File: src/rtl/sertx_pkg.sv
package sertx_pkg;
  localparam int DIV_W     = 16;
  localparam int OVERSAMP  = 16;
  localparam int SUB_W     = $clog2(OVERSAMP);
  localparam int FRAME_W   = 12;
  localparam int LEN_W     = $clog2(FRAME_W + 1);
  localparam int ADDR_W    = 5;

  typedef enum logic [2:0] {
    RG_DATA = 3'd0, RG_RXST = 3'd1, RG_LINE = 3'd2, RG_DIVH = 3'd3,
    RG_DIVL = 3'd4, RG_CTRL = 3'd5, RG_FLAG = 3'd6, RG_IRQ  = 3'd7
  } regIdxT;

  // strobes and settings from control to datapath
  typedef struct packed {
    logic             push;
    logic [7:0]       pushData;
    logic             enable;
    logic             fifoOn;
    logic             brk;
    logic             parOn;
    logic             parEven;
    logic             twoStop;
    logic [1:0]       wordSel;
    logic [DIV_W-1:0] divisor;
  } txCtlT;

  // state from datapath back to control
  typedef struct packed {
    logic full;
    logic empty;
    logic lowWater;
    logic active;
  } txStatT;
endpackage

File: src/rtl/sertx_datapath.sv
module sertx_datapath
  import sertx_pkg::*;
#(
  parameter int DEPTH = 16
) (
  input  logic   clk,
  input  logic   rstN,
  input  txCtlT  cfg,
  output txStatT status,
  output logic   txOut
);
  localparam int PTR_W = (DEPTH > 1) ? $clog2(DEPTH) : 1;
  localparam int CNT_W = $clog2(DEPTH + 1);
  localparam int HALF  = DEPTH / 2;

  logic [7:0]         mem [DEPTH];
  logic [PTR_W-1:0]   wrPtr, rdPtr;
  logic [CNT_W-1:0]   count, capLimit;
  logic               full, doPush, doPop, active;
  logic [FRAME_W-1:0] shiftReg, frame;
  logic [LEN_W-1:0]   bitsLeft, frameLen;
  logic [SUB_W-1:0]   subTick;
  logic [DIV_W-1:0]   divCnt;
  logic [3:0]         nBits;
  logic [7:0]         word, masked;
  logic               parBit;

  assign capLimit = cfg.fifoOn ? CNT_W'(DEPTH) : CNT_W'(1);
  assign full     = (count >= capLimit);
  assign doPush   = cfg.push && !full;
  assign doPop    = cfg.enable && !active && (count != '0);

  function automatic logic [PTR_W-1:0] nextPtr(input logic [PTR_W-1:0] p);
    return (p == PTR_W'(DEPTH - 1)) ? '0 : p + PTR_W'(1);
  endfunction

  always_ff @(posedge clk) begin
    if (doPush) mem[wrPtr] <= cfg.pushData;
  end

  always_ff @(posedge clk) begin
    if (!rstN) begin
      wrPtr <= '0;
      rdPtr <= '0;
      count <= '0;
    end else begin
      if (doPush) wrPtr <= nextPtr(wrPtr);
      if (doPop)  rdPtr <= nextPtr(rdPtr);
      case ({doPush, doPop})
        2'b10:   count <= count + CNT_W'(1);
        2'b01:   count <= count - CNT_W'(1);
        default: count <= count;
      endcase
    end
  end

  // frame assembly for the character at the FIFO head
  always_comb begin
    nBits  = 4'd5 + {2'b00, cfg.wordSel};
    word   = mem[rdPtr];
    masked = '0;
    for (int i = 0; i < 8; i++)
      if (4'(i) < nBits) masked[i] = word[i];
    parBit = cfg.parEven ? ^masked : ~^masked;
    frame    = '1;
    frame[0] = 1'b0;
    for (int i = 0; i < 8; i++)
      if (4'(i) < nBits) frame[1 + i] = masked[i];
    if (cfg.parOn) frame[4'd1 + nBits] = parBit;
    frameLen = LEN_W'(4'd2 + nBits + {3'b000, cfg.parOn} + {3'b000, cfg.twoStop});
  end

  always_ff @(posedge clk) begin
    if (!rstN) begin
      active   <= 1'b0;
      shiftReg <= '1;
      bitsLeft <= '0;
      subTick  <= '0;
      divCnt   <= '0;
    end else if (doPop) begin
      active   <= 1'b1;
      shiftReg <= frame;
      bitsLeft <= frameLen;
      subTick  <= '0;
      divCnt   <= cfg.divisor;
    end else if (active) begin
      if (divCnt == '0) begin
        divCnt  <= cfg.divisor;
        subTick <= subTick + SUB_W'(1);
        if (subTick == SUB_W'(OVERSAMP - 1)) begin
          shiftReg <= {1'b1, shiftReg[FRAME_W-1:1]};
          bitsLeft <= bitsLeft - LEN_W'(1);
          if (bitsLeft == LEN_W'(1)) active <= 1'b0;
        end
      end else begin
        divCnt <= divCnt - DIV_W'(1);
      end
    end
  end

  assign txOut           = cfg.brk ? 1'b0 : (active ? shiftReg[0] : 1'b1);
  assign status.full     = full;
  assign status.empty    = (count == '0);
  assign status.lowWater = (count <= CNT_W'(HALF));
  assign status.active   = active;
endmodule

File: src/rtl/sertx_ctrl.sv
module sertx_ctrl
  import sertx_pkg::*;
(
  input  logic              clk,
  input  logic              rstN,
  input  logic              regWr,
  input  logic [ADDR_W-1:0] regAddr,
  input  logic [7:0]        regWdata,
  output logic [7:0]        regRdata,
  input  logic              ctsIn,
  input  logic              dsrIn,
  input  logic              dcdIn,
  input  logic              rxReqIn,
  input  logic              rxTimeoutIn,
  input  logic              rxEmptyIn,
  input  txStatT            status,
  output txCtlT             cfg,
  output logic              irqOut
);
  localparam int HI_W = DIV_W - 8;

  logic [7:0]      lineReg, ctlReg, flagVec, irqVec;
  logic [HI_W-1:0] divHi;
  logic [7:0]      divLo;
  logic [2:0]      mdmMeta, mdmSync, mdmPrev;
  logic            mdmLatch, aligned, drained;
  regIdxT          idx;

  assign aligned = (regAddr[1:0] == 2'b00);
  assign idx     = regIdxT'(regAddr[4:2]);

  function automatic logic hitWr(input regIdxT r);
    return regWr && aligned && (idx == r);
  endfunction

  always_ff @(posedge clk) begin
    if (!rstN) begin
      lineReg <= '0;
      ctlReg  <= '0;
      divHi   <= '0;
      divLo   <= '0;
    end else begin
      if (hitWr(RG_LINE)) lineReg <= regWdata;
      if (hitWr(RG_CTRL)) ctlReg  <= regWdata;
      if (hitWr(RG_DIVH)) divHi   <= regWdata[HI_W-1:0];
      if (hitWr(RG_DIVL)) divLo   <= regWdata;
    end
  end

  // modem inputs: two-flop synchronizer plus change latch
  always_ff @(posedge clk) begin
    if (!rstN) begin
      mdmMeta  <= '0;
      mdmSync  <= '0;
      mdmPrev  <= '0;
      mdmLatch <= 1'b0;
    end else begin
      mdmMeta <= {dcdIn, dsrIn, ctsIn};
      mdmSync <= mdmMeta;
      mdmPrev <= mdmSync;
      if (mdmSync != mdmPrev)  mdmLatch <= 1'b1;
      else if (hitWr(RG_IRQ))  mdmLatch <= 1'b0;
    end
  end

  assign drained = status.empty && !status.active;
  assign flagVec = {drained, 1'b0, status.full, rxEmptyIn, 1'b0, mdmSync};
  assign irqVec  = {4'b0000,
                    rxTimeoutIn     && ctlReg[0] && ctlReg[6],
                    status.lowWater && ctlReg[0] && ctlReg[5],
                    rxReqIn         && ctlReg[0] && ctlReg[4],
                    mdmLatch        && ctlReg[3]};
  assign irqOut  = |irqVec;

  always_comb begin
    regRdata = '0;
    if (aligned) begin
      case (idx)
        RG_LINE: regRdata = lineReg;
        RG_DIVH: regRdata = 8'(divHi);
        RG_DIVL: regRdata = divLo;
        RG_CTRL: regRdata = ctlReg;
        RG_FLAG: regRdata = flagVec;
        RG_IRQ:  regRdata = irqVec;
        default: regRdata = '0;
      endcase
    end
  end

  assign cfg.push     = hitWr(RG_DATA);
  assign cfg.pushData = regWdata;
  assign cfg.enable   = ctlReg[0];
  assign cfg.brk      = lineReg[0];
  assign cfg.parOn    = lineReg[1];
  assign cfg.parEven  = lineReg[2];
  assign cfg.twoStop  = lineReg[3];
  assign cfg.fifoOn   = lineReg[4];
  assign cfg.wordSel  = lineReg[6:5];
  assign cfg.divisor  = {divHi, divLo};
endmodule

File: src/rtl/sertx_regif.sv
module sertx_regif
  import sertx_pkg::*;
#(
  parameter int FIFO_DEPTH = 16
) (
  input  logic              clk,
  input  logic              rstN,
  input  logic              regWr,
  input  logic [ADDR_W-1:0] regAddr,
  input  logic [7:0]        regWdata,
  output logic [7:0]        regRdata,
  input  logic              ctsIn,
  input  logic              dsrIn,
  input  logic              dcdIn,
  input  logic              rxReqIn,
  input  logic              rxTimeoutIn,
  input  logic              rxEmptyIn,
  output logic              txOut,
  output logic              irqOut
);
  txCtlT  cfgBus;
  txStatT statBus;

  sertx_ctrl ctrl_i (
    .clk(clk), .rstN(rstN), .regWr(regWr), .regAddr(regAddr),
    .regWdata(regWdata), .regRdata(regRdata), .ctsIn(ctsIn),
    .dsrIn(dsrIn), .dcdIn(dcdIn), .rxReqIn(rxReqIn),
    .rxTimeoutIn(rxTimeoutIn), .rxEmptyIn(rxEmptyIn),
    .status(statBus), .cfg(cfgBus), .irqOut(irqOut)
  );

  sertx_datapath #(.DEPTH(FIFO_DEPTH)) dp_i (
    .clk(clk), .rstN(rstN), .cfg(cfgBus), .status(statBus), .txOut(txOut)
  );
endmodule

File: config.mk
export PLATFORM = sky130hd
export DESIGN_NAME = sertx_regif
export DESIGN_NICKNAME = d
export VERILOG_FILES = /design/src/rtl/sertx_pkg.sv /design/src/rtl/sertx_datapath.sv /design/src/rtl/sertx_ctrl.sv /design/src/rtl/sertx_regif.sv
export SDC_FILE = /design/constraint.sdc
export NUM_CORES = 1
export LEC_CHECK = 0
export BUFFER_PORTS_ARGS = -buffer_cell sky130_fd_sc_hd__buf_2
export CAP_MARGIN = 25
export CELL_PAD_IN_SITES_DETAIL_PLACEMENT = 0
export CELL_PAD_IN_SITES_GLOBAL_PLACEMENT = 1
export CORE_ASPECT_RATIO = 1.4
export CORE_UTILIZATION = 45
export DETAILED_ROUTE_END_ITERATION = 12
export GPL_TIMING_DRIVEN = 0
export PLACE_DENSITY = 0.7
export SLEW_MARGIN = 20
export SYNTH_ARGS = -nofsm -noshare
export SYNTH_HDL_FRONTEND = slang
export SYNTH_HIERARCHICAL = 1
export SYNTH_SLANG_ARGS = --single-unit
File: constraint.sdc
create_clock -name clk -period 4.5 [get_ports clk]
set_input_delay 0.9 -clock clk [delete_from_list [all_inputs] [get_ports clk]]
set_output_delay 0.9 -clock clk [all_outputs]
set_load 0.03 [all_outputs]
Word level (Yosys, flattened, before mapping)
Memory sizes are Yosys's and may differ from the RTL's. A register that Yosys moved wholly into a read port is not among the register bits.
Cells that the tools add are included.
{"block": "totals", "reg_bits": 92, "ramBits": 128, "inputBits": 22, "memories": 1}
{"block": "classes", "n_addsub": 12, "magnitude_cmp": 12, "eq_ne": 13, "muxes": 51, "n_bitwise": 1, "n_reduce_logical": 37}
{"name": "dp_i.mem", "depth": 16, "width": 8, "rd": 1, "rd_ports_with_merged_regs": 1, "wr": 1, "line_no": "sertx_datapath.sv:16", "rtl": "logic [7:0] mem [DEPTH];"}
{"op": "2-to-1 mux 12 bit", "n": 5}
{"op": "2-to-1 mux 16 bit", "n": 3}
{"op": "case mux 8 bit (6 select lines)", "n": 1}
{"op": "2-to-1 mux 4 bit", "n": 8}
{"op": "2-to-1 mux 1 bit", "n": 29}
{"op": "logical AND 1 bit", "n": 19}
{"op": "logical NOT 16 bit", "n": 1}
{"op": "< comparator 3 x 4 -> 1 bit, first input constant", "n": 4}
{"op": "subtractor 16 x 1 -> 16 bit, second input constant", "n": 1}
{"op": "adder 4 x 1 -> 4 bit, second input constant", "n": 3}
{"op": "bitwise mux 12 bit", "n": 1}
{"op": "== test 3 bit, second input constant", "n": 4}
{"op": "== test 4 bit, second input constant", "n": 3}
{"op": "case mux 5 bit (2 select lines)", "n": 1}
{"op": "nonzero test 2 bit", "n": 5}
{"op": "adder 4 x 1 -> 4 bit", "n": 2}
{"op": "< comparator 1 x 4 -> 1 bit, first input constant", "n": 2}
{"op": "< comparator 2 x 4 -> 1 bit, first input constant", "n": 2}
{"op": "2-to-1 mux 8 bit", "n": 1}
{"op": "XNOR reduction 8 bit", "n": 1}
{"op": "parity 8 bit", "n": 1}
{"op": "== test 3 x 2 -> 1 bit, second input constant", "n": 2}
{"op": "adder 5 x 1 -> 5 bit, second input constant", "n": 1}
{"op": "greater-or-equal comparator 5 bit", "n": 1}
{"op": "24 further kinds", "n": 25}

Depth between registers and ports, before layout
Gate-level depths: netlist of the first run.
{"block": "depth", "word_depth": 9, "mapped_depth": 18, "mapped_depth_nobuf": 16}

Modules after synthesis
Netlist of the first run, hierarchy kept.
{"module": "sertx_datapath", "n_inst": 1, "cells_per_inst": 624, "area_per_inst_um2": 8181.6}
{"module": "sertx_ctrl", "n_inst": 1, "cells_per_inst": 255, "area_per_inst_um2": 2292.2}

Least setup slack after synthesis of the first run
OpenSTA, ideal clock, no wires.
{"block": "synth_path", "path_kind": "input to register", "startpoint": "in regAddr[2]", "endpoint": "reg dp_i.count[4]", "setup_time_ns": 0.115, "t_arrival_ns": 3.934, "t_required_ns": 4.385, "setup_slack_ns": 0.451, "stages": 18, "path_cell_list": "buf_6 or4b_4 buf_6 buf_8 nor3_2 inv_1 nor2_1 inv_1 ha_1 clkbuf_1 xor2_1 ha_1 a21oi_1 nor3b_1 o21ai_0 a21oi_1 xor2_1 and2_1"}
{"element": "start: declaration", "line_no": "sertx_regif.sv:9", "rtl": "input logic [ADDR_W-1:0] regAddr,"}
{"element": "end signal: assignment", "line_no": "sertx_datapath.sv:50", "rtl": "2'b10: count <= count + CNT_W'(1);"}
{"element": "end signal: assignment", "line_no": "sertx_datapath.sv:51", "rtl": "2'b01: count <= count - CNT_W'(1);"}
{"element": "end signal: assignment", "line_no": "sertx_datapath.sv:52", "rtl": "default: count <= count;"}
{"element": "end: declaration", "line_no": "sertx_datapath.sv:18", "rtl": "logic [CNT_W-1:0] count, capLimit;"}

==> flow_summary.ini, run 1 <==
[setup_path]
r2r_setup_slack_ps = 570
r2r_start = dp_i/count[2]$_SDFFE_PN0P_
startpoint_type = primary input
timing_worst_setup_path_type = in -> reg
r2r-end = dp_i/count[4]$_SDFFE_PN0P_
arrival_ps = 4510
worstPathRequired_ps = 4910
cp-end-kind = flop
crit_end = dp_i/count[4]$_SDFFE_PN0P_
crit_start = regAddr[2]
reg2reg_depth = 16
crit_fanout = 10

[timing]
fin_skew_ps = 17.9
fmax_mhz = 244
drv_slew = 0
finalSetupViolCount = 0
grt_setup_unrepaired = no
fin_crit_sh = 0.912
setup_slack_ps = 397
hold_viol = 0
fin_crit_ps = 4100
tightest_slew_ps = 1060
slew_headroom = 0.292

[route]
postRouteWirelength_mm = 27.1
drtIter0Drc = 397
viasPerCell = 5.53
vias = 6985
drtPass1Iterations = 5
route.detailed.drc = 0
wire_per_inst_um = 21.5
ant_nets = 0

[synth]
synth_xor_area_frac = 0.0237
synth_compound_gate_area_share = 0.119
async_reset_ff_frac = 0
synth_fa_ha_area_frac = 0.0318
synth-seq-cells = 224
yosysTopAreaCell = edfxtp_1
yosys-top-cells-area = edfxtp_1 (37%), dfxtp_1 (18%), mux4_2 (7.3%), ha_1 (3.0%), o21ai_0 (2.8%)
syn_inst = 879
synth-seq-area-share = 0.550
syn_area_sq_um = 10500
avgSynthCellArea_sq_um = 11.9
synth_cell_types = 66
synth_edf_count = 128
synth_top_family_by_area = simple AND/OR/NAND/NOR gates
synth_warnings = 6
synth_mux_area_frac = 0.106
yosys.area.top_type_share = 0.367
ys.flop_type = edfxtp_1
synth_fp_nets = 927
synth-simple-area-share = 0.120

[cells_and_area]
drive_above_1_share = 0.189
multi_input_area_sq_um = 4230
synthToLayoutAreaGrowth_pct = 13.7
num-nets-final = 993
utilization = 0.525
final_cell_mix = edfxtp_1 (128), dfxtp_1 (96), o21ai_0 (59)
final_common_cell = edfxtp_1
insertedDiodeCount = 0
ff_latch_area_sq_um = 5770
n_fill_cell = 2025

[placed_design]
hpwl_mm = 19.6
portBuffers = 30
gp_congestion = 0.818
post-place-ws_ps = -125

[pwr]
ir_drop_mv = 0.304
p_leak_nw = 4.13
p_per_area_nw_per_um2 = 360

[cts]
h-tree-depth = 1
cts_tree = built
cts-resized-gates = 0
cts.sinks = 224
cts-root-buf = clkbuf_16
cts_hold_buffers = 0
clk_pin_slew_worst_paths_ps = 70
clockBufferDepth = 3
post-cts-setup-buffers = 0
clk_latency_ps = 520
numCtsBuffers = 23

[floorplan]
core_sq_um = 22700
start_util = 0.462
fp.dieArea_sq_um = 23900
io_pins = 32
die_w_um = 131
dieHeight_um = 183
rows = 65

[global_routing]
antenna_found_initial = 0
first_global_vias = 6998
grt_first_pass_wirelength_mm = 41.4
grt_usage = 0.236
overflow = 0
grt_max_degree = 17

[status]
status = finished, final reports clean

[flow_run]
max_cap_viol_count = 0

[hold_path]
holdCritPathClass = reg -> reg
worst max-delay path: stages:
cell      delay [ps]
buf_6            120
or4b_4           530
buf_6            150
buf_8            150
nor3_2           100
inv_1             50
nor2_1           580
inv_1            190
ha_1             240
clkbuf_1         210
xor2_1           190
ha_1             200
a21oi_1          250
nor3b_1           80
o21ai_0          150
a21oi_1          100
xor2_1           150
and2_1           160
logic make-up after synthesis:
kind of cell / Yosys count
AND/OR/NAND/NOR: 244
multiplexers: 66
AO/OA/AOI/OAI: 196
adder cells (fa/ha/maj): 26
buffers and inverters: 98
flip-flops: 224
XOR/XNOR: 25
through the flow:
stage | total power, W | std cells | instance area [sq um] | TNS, ps | hold WS, ps
3_5_place_dp | 0.00235 | 1216 | 11100 | -147 | 420
4_1_cts | 0.00433 | 1258 | 11900 | 0 | 434
6_report | 0.00428 | 1263 | 11900 | 0 | 432
3_3_place_gp | 0.00235 | 1210 | 11000 | -5890 | 414
5_1_grt | 0.00442 | 1263 | 11900 | 0 | 444
2_1_floorplan | 0.00229 | 879 | 10500 | 0 | 412
worst min-delay path by stage:
stage,startpoint,to,cells after the start
2_1_floorplan,ctrl_i/mdmMeta[0]$_SDFF_PN0_,ctrl_i/mdmSync[0]$_SDFF_PN0_,1
3_3_place_gp,ctrl_i/mdmMeta[0]$_SDFF_PN0_,ctrl_i/mdmSync[0]$_SDFF_PN0_,1
3_5_place_dp,ctrl_i/mdmMeta[1]$_SDFF_PN0_,ctrl_i/mdmSync[1]$_SDFF_PN0_,1
4_1_cts,ctrl_i/mdmMeta[1]$_SDFF_PN0_,ctrl_i/mdmSync[1]$_SDFF_PN0_,1
5_1_grt,ctrl_i/mdmMeta[1]$_SDFF_PN0_,ctrl_i/mdmSync[1]$_SDFF_PN0_,1
6_report,ctrl_i/mdmMeta[0]$_SDFF_PN0_,ctrl_i/mdmSync[0]$_SDFF_PN0_,1
cell type report:
class                      instances  area share
tap                              301      0.0316
buffer                            75      0.0352
sequential                       224       0.484
inverter                          23     0.00725
clock inverter                    12      0.0138
clock buffer                      30      0.0514
timing repair buffer              41      0.0214
multi-input combinational        557       0.355
state kept, by name, summed over array words and instances (netlist names), named ones only:
signal,count
ctrl_i/divLo,8
ctrl_i/lineReg,8
ctrl_i/mdmLatch,1
dp_i/divCnt,16
dp_i/shiftReg,12
dp_i/subTick,4
ctrl_i/divHi,8
dp_i/mem,128
dp_i/active,1
ctrl_i/mdmMeta,3
ctrl_i/mdmSync,3
dp_i/count,5
ctrl_i/mdmPrev,3
ctrl_i/ctlReg,8
dp_i/bitsLeft,4
dp_i/rdPtr,4
dp_i/wrPtr,4
synthesized netlist by cell type, types with 3 or more instances:
library cell  instances
buf_4                19
o21ai_1               4
nand2b_1              5
nand3_1              42
a21o_1                3
inv_1                22
buf_6                 5
dfxtp_1              96
buf_1                 3
mux2_2               10
nand4_1               5
mux2i_1              21
xnor2_1               6
nor4bb_1              4
o22a_1                4
xor2_1               17
a32oi_1               3
o211ai_1              3
a21boi_0              6
a211oi_1              7
nor3_1               18
clkbuf_1             33
a22oi_1              13
nand2_1              53
or3_1                 6
nor3b_1               4
nor2_1               57
ha_1                 25
and3b_1               4
o21ai_2              10
a21oi_1              38
and2_1               20
nor2b_1              13
mux4_2               34
a31oi_1               5
a21boi_1             27
o21ai_0              59
edfxtp_1            128
buf_2                14
per-layer routing:
layer  routed length [um]  GRT usage  share of wire  up-vias
met5                    0          0              0        -
met4                  768     0.0851          0.028        0
met3                  898     0.0281          0.033       40
met2                14400      0.428           0.53      125
met1                11100      0.281           0.41     3465
li1                     -          -              -     3355
report_power, final:
part	leakage, nW	internal (W)	switching (W)
Sequential	1.93	0.00217	0.00000547
Clock	0.378	0.00119	0.000788
Combinational	1.83	0.0000429	0.0000893
Total	4.13	0.00340	0.000882
(Power assumes the default switching activity.)
==> run 2: changes to the inputs <==
Settings changed: ABC_AREA set to 1, PLACE_DENSITY 0.7 to 0.74.
==> flow_summary.ini, run 2 <==
[route]
ant_nets = 0
route.detailed.drc = 0
vias = 8765
drtPass1Iterations = 5
viasPerCell = 5.15
wire_per_inst_um = 17.6
postRouteWirelength_mm = 30.1
drtIter0Drc = 554

[cells_and_area]
top_regs = dp_i/mem: 128 flops, dp_i/divCnt: 16 flops, dp_i/shiftReg: 12 flops
drive_above_1_share = 0.109
final_common_cell = nand2_1
insertedDiodeCount = 0
final_cell_mix = nand2_1 (314), nor2_1 (179), inv_1 (151)
largest_register_ffs = 128
num-nets-final = 1425
final_cells = 1703
synthToLayoutAreaGrowth_pct = 12.0
final_cell_area_sq_um = 12300
top_register = dp_i/mem

[global_routing]
grt_usage = 0.244
grt_first_pass_wirelength_mm = 47.0
antenna_found_initial = 0
grt_max_degree = 17
first_global_vias = 8648
overflow = 0

[floorplan]
rows = 67
start_util = 0.458
core_sq_um = 24000
fp.dieArea_sq_um = 25000
io_pins = 32
dieHeight_um = 187
die_w_um = 134

[setup_path]
arrival_ps = 2460
r2r_start = ctrl_i/ctlReg[0]$_SDFFE_PN0P_
worstPathRequired_ps = 3600
crit_start = ctrl_i/lineReg[4]$_SDFFE_PN0P_
crit_fanout = 3
startpoint_type = flop
timing_worst_setup_path_type = reg -> out
cp-end-kind = primary output

[synth]
synth_top_family_by_area = simple AND/OR/NAND/NOR gates
yosysTopAreaCell = edfxtp_1
synth_xor_area_frac = 0.0112
avgSynthCellArea_sq_um = 8.31
synth-seq-area-share = 0.526
synth_cell_types = 45
synth_mux_area_frac = 0
async_reset_ff_frac = 0
post-synth-top-count-cell = nand2_1
synth_compound_gate_area_share = 0.0853
synth-simple-area-share = 0.254
synth_edf_count = 128
synth_warnings = 6
syn_area_sq_um = 11000
synth_fa_ha_area_frac = 0.0303
ys.flop_type = edfxtp_1
synthTopCellsByCount = nand2_1 (314), nor2_1 (179), inv_1 (151)
syn_inst = 1320
yosys.area.top_type_share = 0.350
synth_fp_nets = 1368
synth-seq-cells = 224
yosys-top-cells-area = edfxtp_1 (35%), dfxtp_1 (18%), nand2_1 (11%), nor2_1 (6.1%), inv_1 (5.2%)

[placed_design]
hpwl_mm = 22.0
gp_congestion = 0.879
post_dp_cell_area_sq_um = 11500
portBuffers = 31
post-place-ws_ps = 842
dpl.cell_count = 1662

[cts]
cts.sinks = 224
h-tree-depth = 1
cts-resized-gates = 0
numCtsBuffers = 23
cts_tree = built
clockBufferDepth = 3
clk_latency_ps = 510
cts-root-buf = clkbuf_16
post-cts-setup-buffers = 0
cts_hold_buffers = 0
clk_pin_slew_worst_paths_ps = 70

[timing]
fin_crit_ps = 3360
fin_crit_sh = 0.747
fin_skew_ps = 15.4
finalSetupViolCount = 0
grt_setup_unrepaired = no
drv_slew = 0
setup_slack_ps = 1140
tightest_slew_ps = 1020
hold_viol = 0
tns_ps = 0
slew_headroom = 0.316
fmax_mhz = 298

[hold_path]
holdCritPathClass = reg -> reg
min_from = ctrl_i/mdmMeta[1]$_SDFF_PN0_

[flow_run]
max_cap_viol_count = 0

[pwr]
p_leak_nw = 5.34
ir_drop_mv = 0.308
p_per_area_nw_per_um2 = 346

[status]
status = finished, final reports clean
run 2: changes by cell type in the layout (fill, tap and decap cells not counted), sizes merged, moves of 16 or more:
cell	change
a21boi	-33
and2	-20
clkbuf	-16
inv	+139
mux2i	-21
mux4	-35
nand2	+263
nand3	+72
nor2	+131
o21ai	+19
run 2: path summary, 6_finish.rpt:
check	endpoint	slack [ps]	depth (start not counted)
worst min register to register	ctrl_i/mdmSync[1]$_SDFF_PN0_	410	2
worst max-delay path	regRdata[5]	1140	12
worst max register to register	dp_i/count[4]$_SDFFE_PN0P_	1140	18
worst min-delay path	ctrl_i/mdmSync[1]$_SDFF_PN0_	410	2
run 2: report_power, final:
part           total [W]  internal, W  switching, W
clock            0.00194      0.00114      0.000804
combinational   0.000132    0.0000379     0.0000941
sequential       0.00218      0.00217    0.00000764
total            0.00425      0.00334      0.000906
run 2: logic make-up after synthesis:
group                    count (synthesis)
AO/OA/AOI/OAI                          171
XOR/XNOR                                14
adder cells (fa/ha/maj)                 26
buffers and inverters                  228
flip-flops                             224
AND/OR/NAND/NOR                        657
run 2: per-stage QoR:
step                      hold WS, ps  total power, W   util
after floorplan                   390         0.00230      -
after global routing              431         0.00438  0.512
final                             411         0.00425  0.512
after detailed placement          401         0.00236  0.481
after CTS                         417         0.00428  0.512
after global placement            392         0.00235  0.480
run 2: metal layers:
metal  up-vias  share of wire  track usage
met5         -              0            0
met4         0          0.031       0.0861
met3        54          0.039       0.0261
met2       210           0.54        0.468
met1      4092           0.39        0.274
li1       4409              -            -
run 2: area by class of cell:
cell class | count | area (sq um)
plain buffers | 64 | 405
clock buffers | 32 | 659
clock inverters | 9 | 100
fillers | 2389 | 11700
inverters | 164 | 616
multi-input cells | 868 | 4190
flip-flops and latches | 224 | 5770
well taps | 310 | 388
repair buffers | 32 | 163
run 2: worst max-delay path, cell delays in order, from the launching register on:
cell,delay [ps]
dfxtp_1,380
buf_4,130
inv_1,50
ha_1,280
nand3b_1,150
o21ai_0,210
nand2_1,80
buf_4,130
nand4_1,90
nand3_1,80
nor2_1,130
nor2_1,50
buf_2,180
==> run 3: changes to the inputs <==
Clock period 4.5 ns to 3.1 ns, I/O delays scaled along.
==> flow_summary.ini, run 3 (synthesis results as in run 2) <==
[hold_path]
worstHoldEndpoint = ctrl_i/mdmMeta[2]$_SDFF_PN0_
min_from = dcdIn
hold_path_depth = 3
holdCritPathClass = in -> reg

[route]
ant_nets = 0
wire_per_inst_um = 17.6
drtPass1Iterations = 7
postRouteWirelength_mm = 30.1
viasPerCell = 5.13
route.detailed.drc = 0
vias = 8774
drtIter0Drc = 503

[global_routing]
grt_max_degree = 17
antenna_found_initial = 0
grt_first_pass_wirelength_mm = 47.0
overflow = 0
grt_usage = 0.244
first_global_vias = 8652

[cells_and_area]
largest_register_ffs = 128
final_cell_area_sq_um = 12400
final_cell_mix = nand2_1 (313), nor2_1 (179), inv_1 (149)
top_regs = dp_i/mem: 128 flops, dp_i/divCnt: 16 flops, dp_i/shiftReg: 12 flops
top_register = dp_i/mem
num-nets-final = 1434
final_common_cell = nand2_1
utilization = 0.517
synthToLayoutAreaGrowth_pct = 13.0
insertedDiodeCount = 0
drive_above_1_share = 0.122

[cts]
cts.sinks = 224
cts-root-buf = clkbuf_16
cts_tree = built
clk_latency_ps = 510
clockBufferDepth = 3
numCtsBuffers = 23
cts_hold_buffers = 0
h-tree-depth = 1
clk_pin_slew_worst_paths_ps = 70

[timing]
slew_headroom = 0.313
drv_slew = 0
grt_setup_unrepaired = no
tightest_slew_ps = 1030
fmax_mhz = 338
hold_viol = 0
setup_slack_ps = 141
fin_crit_ps = 2960
finalSetupViolCount = 0
tns_ps = 0
holdWs_ps = 291
fin_skew_ps = 12.0
fin_crit_sh = 0.954

[pwr]
ir_drop_mv = 0.444
p_per_area_nw_per_um2 = 498
p_leak_nw = 5.38

[placed_design]
portBuffers = 31
post_dp_cell_area_sq_um = 11500
hpwl_mm = 22.0
gp_congestion = 0.879
post-place-ws_ps = -278

[status]
status = finished, final reports clean

[setup_path]
crit_chain = buf_4 > inv_2 > ha_1 > nand3b_1 > o21ai_2 > nand2_1 > buf_4 > nand4_1 > nand3_1 > nor2_1 > nor2_1 > buf_4
r2r_start = ctrl_i/lineReg[4]$_SDFFE_PN0P_
cpMostUsedCell = buf_4
max_stage_delay_ps = 340
arrival_ps = 2340
crit_slowest_cell = dfxtp_2
worstPathRequired_ps = 2480
r2r_setup_slack_ps = 220
r2r-end = dp_i/mem[15][5]$_DFFE_PP_
startpoint_type = flop
timing_worst_setup_path_type = reg -> out
cp-end-kind = primary output
reg2reg_depth = 10
crit_fanout = 2

[floorplan]
dieHeight_um = 187
fp.dieArea_sq_um = 25000
core_sq_um = 24000
start_util = 0.458
io_pins = 32
rows = 67
die_w_um = 134

[flow_run]
max_cap_viol_count = 0
run 3: per-layer routing:
| metal | share of wire | global-route usage | wire length (um) | up-vias |
|---|---|---|---|---|
| met1 | 0.39 | 0.274 | 11800 | 4099 |
| met5 | 0 | 0 | 0 | - |
| met3 | 0.039 | 0.0261 | 1180 | 54 |
| li1 | - | - | - | 4420 |
| met4 | 0.032 | 0.0861 | 952 | 0 |
| met2 | 0.54 | 0.468 | 16200 | 201 |
run 3: worst max path at each step:
stage,endpoint,slack (ps),start,cells past startpoint
finish,regRdata[5],140,ctrl_i/lineReg[4]$_SDFFE_PN0P_,12
global route,regRdata[5],4,ctrl_i/lineReg[4]$_SDFFE_PN0P_,12
CTS,regRdata[5],9,ctrl_i/lineReg[4]$_SDFFE_PN0P_,12
detailed placement,dp_i/count[4]$_SDFFE_PN0P_,-280,regAddr[0],16
global placement,dp_i/mem[7][6]$_DFFE_PP_,-480,regAddr[0],8
floorplan,dp_i/count[4]$_SDFFE_PN0P_,410,regAddr[0],15
run 3: what timing repair did:
item                                    4_1_cts  5_1_grt
resized for setup                             5        9
setup buffers                                 0       10
pin swaps                                     0        7
endpoints found under the setup margin       35       26
run 3: area by class of cell:
type                            count  area, sq um
Fill cell                        2386        11600
Sequential cell                   224         5770
Multi-Input combinational cell    868         4210
Clock buffer                       32          659
Inverter                          164          619
Buffer                             63          408
Tap cell                          310          388
Timing Repair Buffer               42          240
Clock inverter                      9          100
run 3: metrics by stage:
step	total power, W	instances
final	0.00618	1712
after global routing	0.00636	1712
after CTS	0.00622	1702
after detailed placement	0.00342	1662
after global placement	0.00342	1661
after floorplan	0.00334	1320
run 3: critical path, delay by kind of cell, from the launching register on:
| kind | cells | cell delay [ps] |
|---|---|---|
| AOI/OAI and AO/OA | 1 | 180 |
| adders and majority gates | 1 | 250 |
| DFF | 1 | 340 |
| buffers and inverters | 4 | 430 |
| and+or+nand+nor | 6 | 610 |
run 3: report_power, final:
part	switching [W]	leakage, nW	internal [W]
registers	0.0000111	1.93	0.00315
clock network	0.00117	0.364	0.00165
logic	0.000137	3.09	0.0000568
